**config.mk**
```make
export PLATFORM = sky130hd
export DESIGN_NAME = lane_bist_ctrl
export DESIGN_NICKNAME = d
export VERILOG_FILES = /design/src/rtl/bist_pkg.sv /design/src/rtl/bist_sat_cnt.sv /design/src/rtl/bist_seq_fsm.sv /design/src/rtl/lane_bist_ctrl.sv
export SDC_FILE = /design/constraint.sdc
export NUM_CORES = 1
export LEC_CHECK = 0
export ABC_AREA = 0
export BUFFER_PORTS_ARGS = -buffer_cell sky130_fd_sc_hd__buf_4
export CORE_MARGIN = 1
export CORE_UTILIZATION = 62
export DETAILED_ROUTE_END_ITERATION = 8
export PLACE_DENSITY = 0.89
export SKIP_LAST_GASP = 1
export SLEW_MARGIN = 10
export SYNTH_ARGS = -nofsm -noshare
export SYNTH_HDL_FRONTEND = slang
export SYNTH_SLANG_ARGS = --single-unit
```
**constraint.sdc**
```tcl
create_clock -name clk -period 2.69 [get_ports clk]
set_input_delay 0.538 -clock clk [delete_from_list [all_inputs] [get_ports clk]]
set_output_delay 0.538 -clock clk [all_outputs]
set_load 0.01 [all_outputs]
```
**src/rtl/bist_pkg.sv**
```systemverilog
`timescale 1ns/1ps
package bist_pkg;
    typedef enum logic [1:0] {
        ST_IDLE  = 2'd0,
        ST_ARMED = 2'd1,
        ST_RUN   = 2'd2,
        ST_DRAIN = 2'd3
    } bist_state_e;

    // control word bit positions (software decodes these)
    localparam int CW_TYPE_LO = 10;
    localparam int CW_SYM10   = 12;
    localparam int CW_ENABLE  = 13;
    localparam int CW_STOP    = 14;
    localparam int CW_START   = 15;
endpackage

```
**src/rtl/bist_sat_cnt.sv**
```systemverilog
`timescale 1ns/1ps
module bist_sat_cnt #(
    parameter int W = 16
) (
    input  logic         clk,
    input  logic         rst_n,
    input  logic         clr,
    input  logic         en,
    input  logic         pulse,
    output logic [W-1:0] cnt
);
    localparam logic [W-1:0] TOP = {W{1'b1}};

    always_ff @(posedge clk or negedge rst_n) begin
        if (!rst_n)
            cnt <= '0;
        else if (clr)
            cnt <= '0;
        else if (en && pulse && cnt != TOP)
            cnt <= cnt + 1'b1;
    end
endmodule

```
**src/rtl/bist_seq_fsm.sv**
```systemverilog
`timescale 1ns/1ps
module bist_seq_fsm
    import bist_pkg::*;
#(
    parameter int DRAIN_CYC = 2
) (
    input  logic        clk,
    input  logic        rst_n,
    input  logic        wr_ctrl,
    input  logic        w_enable,
    input  logic        w_start,
    input  logic        w_stop,
    output bist_state_e st,
    output logic        cnt_clr,
    output logic        cnt_en
);
    localparam int DW = (DRAIN_CYC > 1) ? $clog2(DRAIN_CYC) : 1;
    localparam logic [DW-1:0] DLAST = DW'(DRAIN_CYC - 1);

    bist_state_e st_nx;
    logic [DW-1:0] dcnt;

    always_comb begin
        st_nx = st;
        unique case (st)
            ST_IDLE: begin
                if (wr_ctrl && w_enable) st_nx = ST_ARMED;
            end
            ST_ARMED: begin
                if (wr_ctrl && !w_enable)    st_nx = ST_IDLE;
                else if (wr_ctrl && w_start) st_nx = ST_RUN;
            end
            ST_RUN: begin
                if (wr_ctrl && !w_enable)   st_nx = ST_IDLE;
                else if (wr_ctrl && w_stop) st_nx = ST_DRAIN;
            end
            ST_DRAIN: begin
                if (wr_ctrl && !w_enable) st_nx = ST_IDLE;
                else if (dcnt == DLAST)   st_nx = ST_ARMED;
            end
        endcase
    end

    always_ff @(posedge clk or negedge rst_n) begin
        if (!rst_n) begin
            st   <= ST_IDLE;
            dcnt <= '0;
        end else begin
            st   <= st_nx;
            dcnt <= (st == ST_DRAIN && st_nx == ST_DRAIN) ? dcnt + 1'b1 : '0;
        end
    end

    always_comb begin
        cnt_clr = (st == ST_ARMED) && wr_ctrl && w_enable && w_start;
        cnt_en  = (st == ST_RUN) && !(wr_ctrl && (!w_enable || w_stop));
    end
endmodule

```
**src/rtl/lane_bist_ctrl.sv**
```systemverilog
`timescale 1ns/1ps
module lane_bist_ctrl
    import bist_pkg::*;
#(
    parameter int LANES     = 4,
    parameter int CNT_W     = 16,
    parameter int ADDR_W    = 4,
    parameter int DRAIN_CYC = 2
) (
    input  logic              clk,
    input  logic              rst_n,
    input  logic [ADDR_W-1:0] reg_addr,
    input  logic [15:0]       reg_wdata,
    input  logic              reg_wr,
    input  logic              reg_rd,
    output logic [15:0]       reg_rdata,
    input  logic              tx_frame_pulse,
    input  logic [LANES-1:0]  rx_frame_pulse,
    input  logic [LANES-1:0]  rx_err_pulse,
    output logic [1:0]        pat_type,
    output logic              sym10,
    output logic              test_active
);
    localparam int OFS_TX  = 1;
    localparam int RXF_BASE = 2;
    localparam int RXE_BASE = RXF_BASE + LANES;

    bist_state_e st;
    logic        cnt_clr, cnt_en, wr_ctrl;
    logic [1:0]  pat_q;
    logic        sym_q;
    logic [CNT_W-1:0] tx_cnt;
    logic [CNT_W-1:0] rxf_cnt [LANES];
    logic [CNT_W-1:0] rxe_cnt [LANES];
    logic        unused_wbits;

    assign unused_wbits = ^reg_wdata[CW_TYPE_LO-1:0];
    assign wr_ctrl = reg_wr && (reg_addr == '0);

    bist_seq_fsm #(.DRAIN_CYC(DRAIN_CYC)) u_fsm (
        .clk     (clk),
        .rst_n   (rst_n),
        .wr_ctrl (wr_ctrl),
        .w_enable(reg_wdata[CW_ENABLE]),
        .w_start (reg_wdata[CW_START]),
        .w_stop  (reg_wdata[CW_STOP]),
        .st      (st),
        .cnt_clr (cnt_clr),
        .cnt_en  (cnt_en)
    );

    always_ff @(posedge clk or negedge rst_n) begin
        if (!rst_n) begin
            pat_q <= '0;
            sym_q <= 1'b0;
        end else if (wr_ctrl && st != ST_RUN && st != ST_DRAIN) begin
            pat_q <= reg_wdata[CW_TYPE_LO +: 2];
            sym_q <= reg_wdata[CW_SYM10];
        end
    end

    bist_sat_cnt #(.W(CNT_W)) u_tx_cnt (
        .clk(clk), .rst_n(rst_n), .clr(cnt_clr), .en(cnt_en),
        .pulse(tx_frame_pulse), .cnt(tx_cnt)
    );

    for (genvar l = 0; l < LANES; l++) begin : g_lane
        bist_sat_cnt #(.W(CNT_W)) u_rxf (
            .clk(clk), .rst_n(rst_n), .clr(cnt_clr), .en(cnt_en),
            .pulse(rx_frame_pulse[l]), .cnt(rxf_cnt[l])
        );
        bist_sat_cnt #(.W(CNT_W)) u_rxe (
            .clk(clk), .rst_n(rst_n), .clr(cnt_clr), .en(cnt_en),
            .pulse(rx_err_pulse[l]), .cnt(rxe_cnt[l])
        );
    end

    always_comb begin
        logic [15:0] ctrl_word;
        logic [15:0] mux;
        ctrl_word = '0;
        ctrl_word[CW_TYPE_LO +: 2] = pat_q;
        ctrl_word[CW_SYM10]  = sym_q;
        ctrl_word[CW_ENABLE] = (st != ST_IDLE);
        ctrl_word[CW_STOP]   = (st == ST_DRAIN);
        ctrl_word[CW_START]  = (st == ST_RUN);
        mux = '0;
        if (reg_addr == '0)
            mux = ctrl_word;
        else if (reg_addr == ADDR_W'(OFS_TX))
            mux = 16'(tx_cnt);
        for (int l = 0; l < LANES; l++) begin
            if (reg_addr == ADDR_W'(RXF_BASE + l)) mux = 16'(rxf_cnt[l]);
            if (reg_addr == ADDR_W'(RXE_BASE + l)) mux = 16'(rxe_cnt[l]);
        end
        reg_rdata = reg_rd ? mux : 16'h0000;
    end

    assign pat_type    = pat_q;
    assign sym10       = sym_q;
    assign test_active = (st == ST_RUN);
endmodule

```
==> metrics.md, run 1 <==
| Metric | Value |
|---|---|
| Final worst clock skew | 14.0 ps |
| Fill cell total of the finished layout | ~1,100 |
| Origin of the critical flop-to-flop path | u_fsm.st[0]$_DFF_PN0_ |
| Total wirelength of the detailed-routed design | 29,000 um |
| IO Pins | 53 |
| Worst-Margin Slew | 1020 ps |
| Critical path destination | reg_rdata[9] |
| RSZ-0062 raised after global routing | true |
| Count of buffers from port buffering | 42 |
| Height of the chip | 127 um |
| Combined area of all synthesized cells | 0.00966 mm2 |
| Arr. time, crit path | roughly 2200 ps |
| Number of nets in the synthesized netlist | 1,113 |
| Warnings from Yosys | 0 |
| Slew HR | between 30% and 40% |
| Share of cells above drive strength 1 | ~17% |
| Gp weighted congestion | ~1 |
| H-tree depth | 4 |
| Post-synthesis sequential area ratio | 38.9% |
| GRT Util Overall | 37.2% |
| Clk_lat worst skew | about 430 ps |
| Post-layout total power | 6170 uW |
| Async set-reset flop share out of synthesis | 100% |
| EDFF count, synth | 0 |
| Core Util, Final | about 73% |
| Worst VDD drop | between 0.4 and 0.5 mV |
| Cell at the root of the clock tree | sky130_fd_sc_hd__clkbuf_16 |
| Largest net degree at the start of global routing | 61 |
| Total global routing overflow | 0 |
| FF-to-FF End | g_lane[3].u_rxe.cnt[15]$_DFFE_PN0P_ |
| Cells after Synth | 1,071 |
| CTS tree | done |
| Fin crit period | 2710 ps |
| ANT nets after route | 0 |
| Maximum count of clock buffers along a single path | 2 |
| Post-detailed-route wirelength per cell | 21.7 um |
| Average size of a mapped cell | about 9 um2 |
| Area after DPL | 0.0105 mm2 |
| Area used by multi-input combinational logic | 0.00557 mm2 |
| Top post-synthesis cells by area | sky130_fd_sc_hd__dfrtp_1, sky130_fd_sc_hd__nor2_1, sky130_fd_sc_hd__nand2_1 |
| Leakage power | 0.00473 uW |
| Number of buffers created by CTS | 17 |
| DR vias/cell | 7.12 |
| Router iterations before antenna repair | 8 |
| Worst hold path class | input pin to asynchronous set/reset pin |
| Antenna cell count | 0 |
| Result of the run | finished, violations left |
| Die Span X | approximately 130 um |
| Number of rows in the core area | 45 |
| Number of global-route vias before repair | approximately 8,600 |
| Register-to-Register Setup Slack | 380 ps |
| Post-route worst setup slack | -22.6 ps |
| Clock-pin slew on the worst setup and hold paths | about 60 ps |
| Floorplan core area | 0.0152 mm2 |
| Design area | approximately 0.011 mm2 |
| Number of distinct standard cells referenced by the synthesized netlist | 80 |
| Cell type contributing the most total cell area after synthesis | sky130_fd_sc_hd__dfrtp_1 |
| Power per cell area | 555 mW/mm2 |
| Register bit total from synthesis | 150 |
| Register Area | 0.00375 mm2 |
| Path type of the worst setup path | input pin to output port |
| Most frequently used flop master after synthesis | sky130_fd_sc_hd__dfrtp_1 |
| Antenna violations before repair | 0 |
| Count of pins over their slew limit | 0 |
| Most common library cells after synthesis | sky130_fd_sc_hd__dfrtp_1, sky130_fd_sc_hd__nor2_1, sky130_fd_sc_hd__nand2_1 |
| Floorplan die area | 0.0161 mm2 |
| Num Clock Sinks | 150 |
| Initial Utilization | 63.6% |
| Area share of the leading cell type in the synthesized netlist | 38.9% |
| Launching element of the worst setup path | reg_addr[0] |
| Violations in the final reports | negative setup slack |
| Required time of the critical path | 2150 ps |
| HPWL after detailed placement | 20,800 um |
| Worst-path fanout max | 19 |
| Remaining design rule violation count | 0 |
| Number of hold violations in the final report | 0 |
| Via count | 9,526 |
| Count of maximum capacitance violations | 0 |
| Wire length of the first global-routing pass | 46,300 um |
| Final number of setup-violating endpoints | 1 |
| Total Nets Final | 1,179 |
| Count leader, synth | sky130_fd_sc_hd__dfrtp_1 |
| Worst reg-to-reg path cell count | 7 |
| Iteration-0 DRC count of the detailed router | 1,153 |
| Area Growth Syn to Fin | 15.1% |
| Final period util | 101% |
| Highest clock rate | 0.369 GHz |
| Type of element launching the critical path | input pin |
| Endpoint class of the critical path | output port |
[worst min path at each step]
stage	endpoint	startpoint
final	u_tx_cnt.cnt[7]$_DFFE_PN0P_	rst_n
after global routing	u_tx_cnt.cnt[4]$_DFFE_PN0P_	rst_n
after CTS	u_tx_cnt.cnt[4]$_DFFE_PN0P_	rst_n
after detailed placement	u_fsm.dcnt$_DFF_PN0_	u_fsm.dcnt$_DFF_PN0_
after global placement	u_fsm.dcnt$_DFF_PN0_	u_fsm.dcnt$_DFF_PN0_
after floorplan	g_lane[0].u_rxe.cnt[0]$_DFFE_PN0P_	rst_n
[stage by stage]
step	hold slack, ps	TNS [ps]	instances	setup WS (ps)
after floorplan	242	0	1071	146
after global placement	427	-72.7	1307	-72.7
after detailed placement	438	-26.1	1307	-26.1
after CTS	34.0	-65.5	1339	-37.5
after global routing	46.6	-129	1338	-38.3
final	20.7	-22.6	1338	-22.6
[logic make-up (layout without fill, tap and decap cells)]
kind of cell             count (synthesis)  count (layout)  synth area share [%]
XOR/XNOR                                42              42                  3.81
multiplexers                            39              39                  4.42
AO/OA/AOI/OAI                          296             296                  22.2
buffers and inverters                   80             159                  4.03
flip-flops                             150             150                  38.9
AND/OR/NAND/NOR                        455             455                  25.5
adder cells (fa/ha/maj)                  9               9                  1.17
[state kept, by name, indices dropped and copies added, names as in the netlist]
register          cells
g_lane.u_rxe.cnt     64
sym10                 1
u_fsm.dcnt            1
u_fsm.st              2
g_lane.u_rxf.cnt     64
u_tx_cnt.cnt         16
pat_type              2
[where the power goes]
group / total [uW] / switching, uW / internal, uW
clock: 2470 / 983 / 1480
combinational: 985 / 567 / 418
sequential: 2720 / 292 / 2430
[routing by layer]
metal  up-vias  wire, um  GRT usage (%)
li1       4235         -              -
met5         -         0              0
met2       620     13100           55.4
met3        76      3080           8.77
met1      4595     11900           52.7
met4         0       956           14.4
[placed cells by master, fill, tap and decap left out, types with 8 or more instances in the layout]
cell	Yosys	final
sky130_fd_sc_hd__or3_1	32	32
sky130_fd_sc_hd__buf_4	8	95
sky130_fd_sc_hd__nor2b_1	14	12
sky130_fd_sc_hd__xnor2_1	16	16
sky130_fd_sc_hd__a21oi_1	60	60
sky130_fd_sc_hd__a311oi_1	11	10
sky130_fd_sc_hd__clkbuf_16	0	17
sky130_fd_sc_hd__nand4_1	39	39
sky130_fd_sc_hd__nand2_1	83	83
sky130_fd_sc_hd__and3_1	35	35
sky130_fd_sc_hd__nand2b_1	15	15
sky130_fd_sc_hd__o22ai_1	14	14
sky130_fd_sc_hd__o31ai_1	24	24
sky130_fd_sc_hd__nand3_1	53	53
sky130_fd_sc_hd__inv_1	23	22
sky130_fd_sc_hd__dfrtp_1	150	150
sky130_fd_sc_hd__ha_1	9	9
sky130_fd_sc_hd__o21ai_1	7	9
sky130_fd_sc_hd__mux2_2	9	9
sky130_fd_sc_hd__o21ai_0	49	47
sky130_fd_sc_hd__xor2_1	26	26
sky130_fd_sc_hd__nor2_1	86	85
sky130_fd_sc_hd__o211ai_1	35	35
sky130_fd_sc_hd__mux2i_1	28	27
sky130_fd_sc_hd__nor3_1	21	21
sky130_fd_sc_hd__and2_1	8	8
sky130_fd_sc_hd__or4_1	16	16
sky130_fd_sc_hd__and4_1	17	17
[worst max-delay path, stage by stage]
cell and delay (ps):
sky130_fd_sc_hd__buf_4 150, sky130_fd_sc_hd__buf_12 170, sky130_fd_sc_hd__clkinvlp_4 220, sky130_fd_sc_hd__a221oi_1 310
sky130_fd_sc_hd__nor2_1 120, sky130_fd_sc_hd__nor4_1 360, sky130_fd_sc_hd__buf_4 190, sky130_fd_sc_hd__buf_4 110
[layout make-up]
class / count / share of cell area, %
Tap cell: 188 / 2.12
Clock inverter: 11 / 1.23
Multi-Input combinational cell: 841 / 50.1
Timing Repair Buffer: 102 / 7.60
Sequential cell: 150 / 33.8
Inverter: 25 / 0.878
Clock buffer: 21 / 4.32
[what timing repair did]
item                                    4_1_cts  5_1_grt
hold buffers                                  0        0
resized for setup                             2       12
endpoints found under the setup margin        4       10
endpoints found under the hold margin         0        0
buffers inserted                              0        0
gates cloned                                  0        0
pin swaps                                     1        3
No activity file was read; power rests on OpenSTA's default activity.
==> run 2, diff against run 1 <==
--- a/config.mk
+++ b/config.mk
@@ -8,9 +8,10 @@
 export ABC_AREA = 0
 export BUFFER_PORTS_ARGS = -buffer_cell sky130_fd_sc_hd__buf_4
 export CORE_MARGIN = 1
-export CORE_UTILIZATION = 62
+export CORE_UTILIZATION = 35
 export DETAILED_ROUTE_END_ITERATION = 8
-export PLACE_DENSITY = 0.89
+export PLACE_DENSITY = 0.59
+export SKIP_CTS_REPAIR_TIMING = 1
 export SKIP_LAST_GASP = 1
 export SLEW_MARGIN = 10
 export SYNTH_ARGS = -nofsm -noshare
==> metrics.md, run 2 (same netlist as run 1, synthesis figures left out) <==
| Metric | Value |
|---|---|
| Result of the run | finished, final reports clean |
| Cell class contributing the biggest share of worst-path delay | simple AND/OR/NAND/NOR gates |
| Slowest CP cell | sky130_fd_sc_hd__nor4b_1 |
| Worst hold path class | input pin to asynchronous set/reset pin |
| Share of cells above drive strength 1 | 20.1% (+3.5 points) |
| Design area | 0.0116 mm2 (+4.2%) |
| Most common library cell in the layout ignoring fill and taps | sky130_fd_sc_hd__dfrtp_1 |
| Required time of the critical path | 2150 ps (about the same) |
| Endpoint class of the critical path | output port |
| Number of buffers created by CTS | 17 (unchanged) |
| Antenna cell count | 0 (unchanged) |
| Clock-pin slew on the worst setup and hold paths | 60 ps (about the same) |
| Gp weighted congestion | 0.953 (-5.9%) |
| RSZ-0062 raised after global routing | true |
| Antenna violations before repair | 0 (unchanged) |
| Largest registers | g_lane.u_rxe.cnt x64, g_lane.u_rxf.cnt x64, u_tx_cnt.cnt x16 |
| Leakage power | 0.00485 uW (+2.5%) |
| Count of buffers from port buffering | 42 (unchanged) |
| Total Nets Final | 1,204 (+2.1%) |
| Delay of the slowest cell on the worst path | 510 ps (+150 ps) |
| Most frequent cells in the layout | sky130_fd_sc_hd__dfrtp_1, sky130_fd_sc_hd__buf_4, sky130_fd_sc_hd__nor2_1 |
| Final number of setup-violating endpoints | 0 (-1) |
| Router iterations before antenna repair | 5 (-3) |
| Area after DPL | 0.0108 mm2 (+3.4%) |
| Fin crit period | 2680 ps (-29.2 ps) |
| Power per cell area | 542 mW/mm2 (-2.4%) |
| Total global routing overflow | 0 (unchanged) |
| H-tree depth | 4 (unchanged) |
| Area Growth Syn to Fin | 19.9% |
| Worst-Margin Slew | 884 ps (-138 ps) |
| Maximum count of clock buffers along a single path | 2 (unchanged) |
| Wire length of the first global-routing pass | 49,100 um (+6.0%) |
| Arr. time, crit path | 2150 ps (-20 ps) |
| Via count | 9,099 (-4.5%) |
| Placed insts | 1,482 (+13%) |
| CP most frequent cell | sky130_fd_sc_hd__buf_4 |
| Initial Utilization | 35.7% (-28 points) |
| ANT nets after route | 0 (unchanged) |
| Count of pins over their slew limit | 0 (unchanged) |
| Cells along the critical path | buf_4 > buf_12 > nand2b_1 > nor4b_1 > a211oi_2 > o21ai_0 > buf_4 > buf_4 |
| Combined buffer and inverter count along the critical path | 4 (-1) |
| Post-Place Setup Slack | -117 ps (-91.1 ps) |
| Post-detailed-route wirelength per cell | 20.4 um (-6.0%) |
| Num Clock Sinks | 150 (unchanged) |
| GRT Util Overall | 22.5% (-15 points) |
| Slew HR | 40.7% (+9.2 points) |
| Post-layout total power | 6280 uW (+1.8%) |
| Type of element launching the critical path | input pin |
| Final worst clock skew | 8.43 ps (-5.60 ps) |
| Post-route worst setup slack | 6.67 ps (+29.2 ps) |
| Floorplan die area | 0.0283 mm2 (+76%) |
| Fin cells | 1,516 (+13%) |
| IO Pins | 53 (unchanged) |
| Final period util | 99.8% (-1.1 points) |
| Worst-path fanout max | 8 (-11) |
| Highest clock rate | 0.373 GHz (+1.1%) |
| Cell at the root of the clock tree | sky130_fd_sc_hd__clkbuf_16 |
| Number of rows in the core area | 60 (+33%) |
| Worst VDD drop | 0.429 mV (-12%) |
| Clk_lat worst skew | 430 ps (about the same) |
| Count of maximum capacitance violations | 0 (unchanged) |
| CTS tree | done |
| DR vias/cell | 6.00 (-16%) |
| Summed negative setup slack over all endpoints | 0 ps (+22.6 ps) |
| HPWL after detailed placement | 23,100 um (+11%) |
| Iteration-0 DRC count of the detailed router | 881 (-24%) |
| Remaining design rule violation count | 0 (unchanged) |
| Die Span X | 168 um (+33%) |
| Path type of the worst setup path | input pin to output port |
| Number of hold violations in the final report | 0 (unchanged) |
| Floorplan core area | 0.0270 mm2 (+78%) |
| Number of global-route vias before repair | 8,536 (-0.86%) |
| Largest net degree at the start of global routing | 64 (+4.9%) |
| Height of the chip | 168 um (+33%) |
| Fill cell total of the finished layout | 2,631 (+150%) |
| Total wirelength of the detailed-routed design | 30,900 um (+6.5%) |
==> run 2: cell count changes in the layout (fill, tap and decap cells not counted), moves of 3 or more <==
cell | before | now
sky130_fd_sc_hd__buf_4 | 95 | 119
sky130_fd_sc_hd__a21oi_2 | 0 | 3
sky130_fd_sc_hd__dfrtp_2 | 0 | 4
sky130_fd_sc_hd__a21oi_1 | 60 | 57
sky130_fd_sc_hd__nor2b_1 | 12 | 9
sky130_fd_sc_hd__nor2b_2 | 2 | 5
sky130_fd_sc_hd__dfrtp_1 | 150 | 146
sky130_fd_sc_hd__clkbuf_8 | 4 | 1
==> run 2: layer usage <==
layer	vias up	wire [um]	track usage [%]
met5	-	0	0
met1	4530	14600	32.2
li1	4281	-	-
met3	31	1600	3.39
met2	257	14200	35.3
met4	0	595	6.40
==> run 2: power by group <==
part	total, uW	internal (uW)	switching [uW]
Combinational	1030	448	582
Sequential	2710	2430	277
Clock	2540	1500	1040
==> run 2: worst register-to-register path, stage by stage (launching register included) <==
cell and delay [ps]:
sky130_fd_sc_hd__dfrtp_2 430, sky130_fd_sc_hd__nand2b_1 170, sky130_fd_sc_hd__buf_4 170, sky130_fd_sc_hd__a31oi_1 470
sky130_fd_sc_hd__nand4_1 250, sky130_fd_sc_hd__buf_4 230, sky130_fd_sc_hd__or4_1 390, sky130_fd_sc_hd__nand2_1 80
==> run 2: area by class of cell <==
class	instances	area (um2)	share of cell area [%]
inverters	25	97.6	0.842
multi-input cells	841	5660	48.8
flip-flops and latches	150	3760	32.4
repair buffers	127	1040	8.94
clock inverters	13	170	1.47
clock buffers	19	443	3.82
well taps	341	427	3.68
==> run 2: final timing paths <==
check,start,endpoint,depth (start not counted),slack [ps]
max in group asynchronous,rst_n,g_lane[1].u_rxf.cnt[8]$_DFFE_PN0P_,2,1830
worst max register to register,u_fsm.st[0]$_DFF_PN0_,g_lane[3].u_rxe.cnt[13]$_DFFE_PN0P_,7,440
min in group clk,reg_wdata[10],pat_type[0]$_DFFE_PN0P_,2,340
worst min-delay path,rst_n,u_tx_cnt.cnt[7]$_DFFE_PN0P_,1,100
worst min register to register,u_fsm.dcnt$_DFF_PN0_,u_fsm.dcnt$_DFF_PN0_,1,440
worst max-delay path,reg_addr[1],reg_rdata[15],8,7
==> run 2: stage by stage <==
stage          hold WS [ps]  util (%)
2_1_floorplan           242         -
3_3_place_gp            432      40.0
3_5_place_dp            438      40.0
4_1_cts                 117      42.3
5_1_grt                 144      42.9
6_report                102      42.9
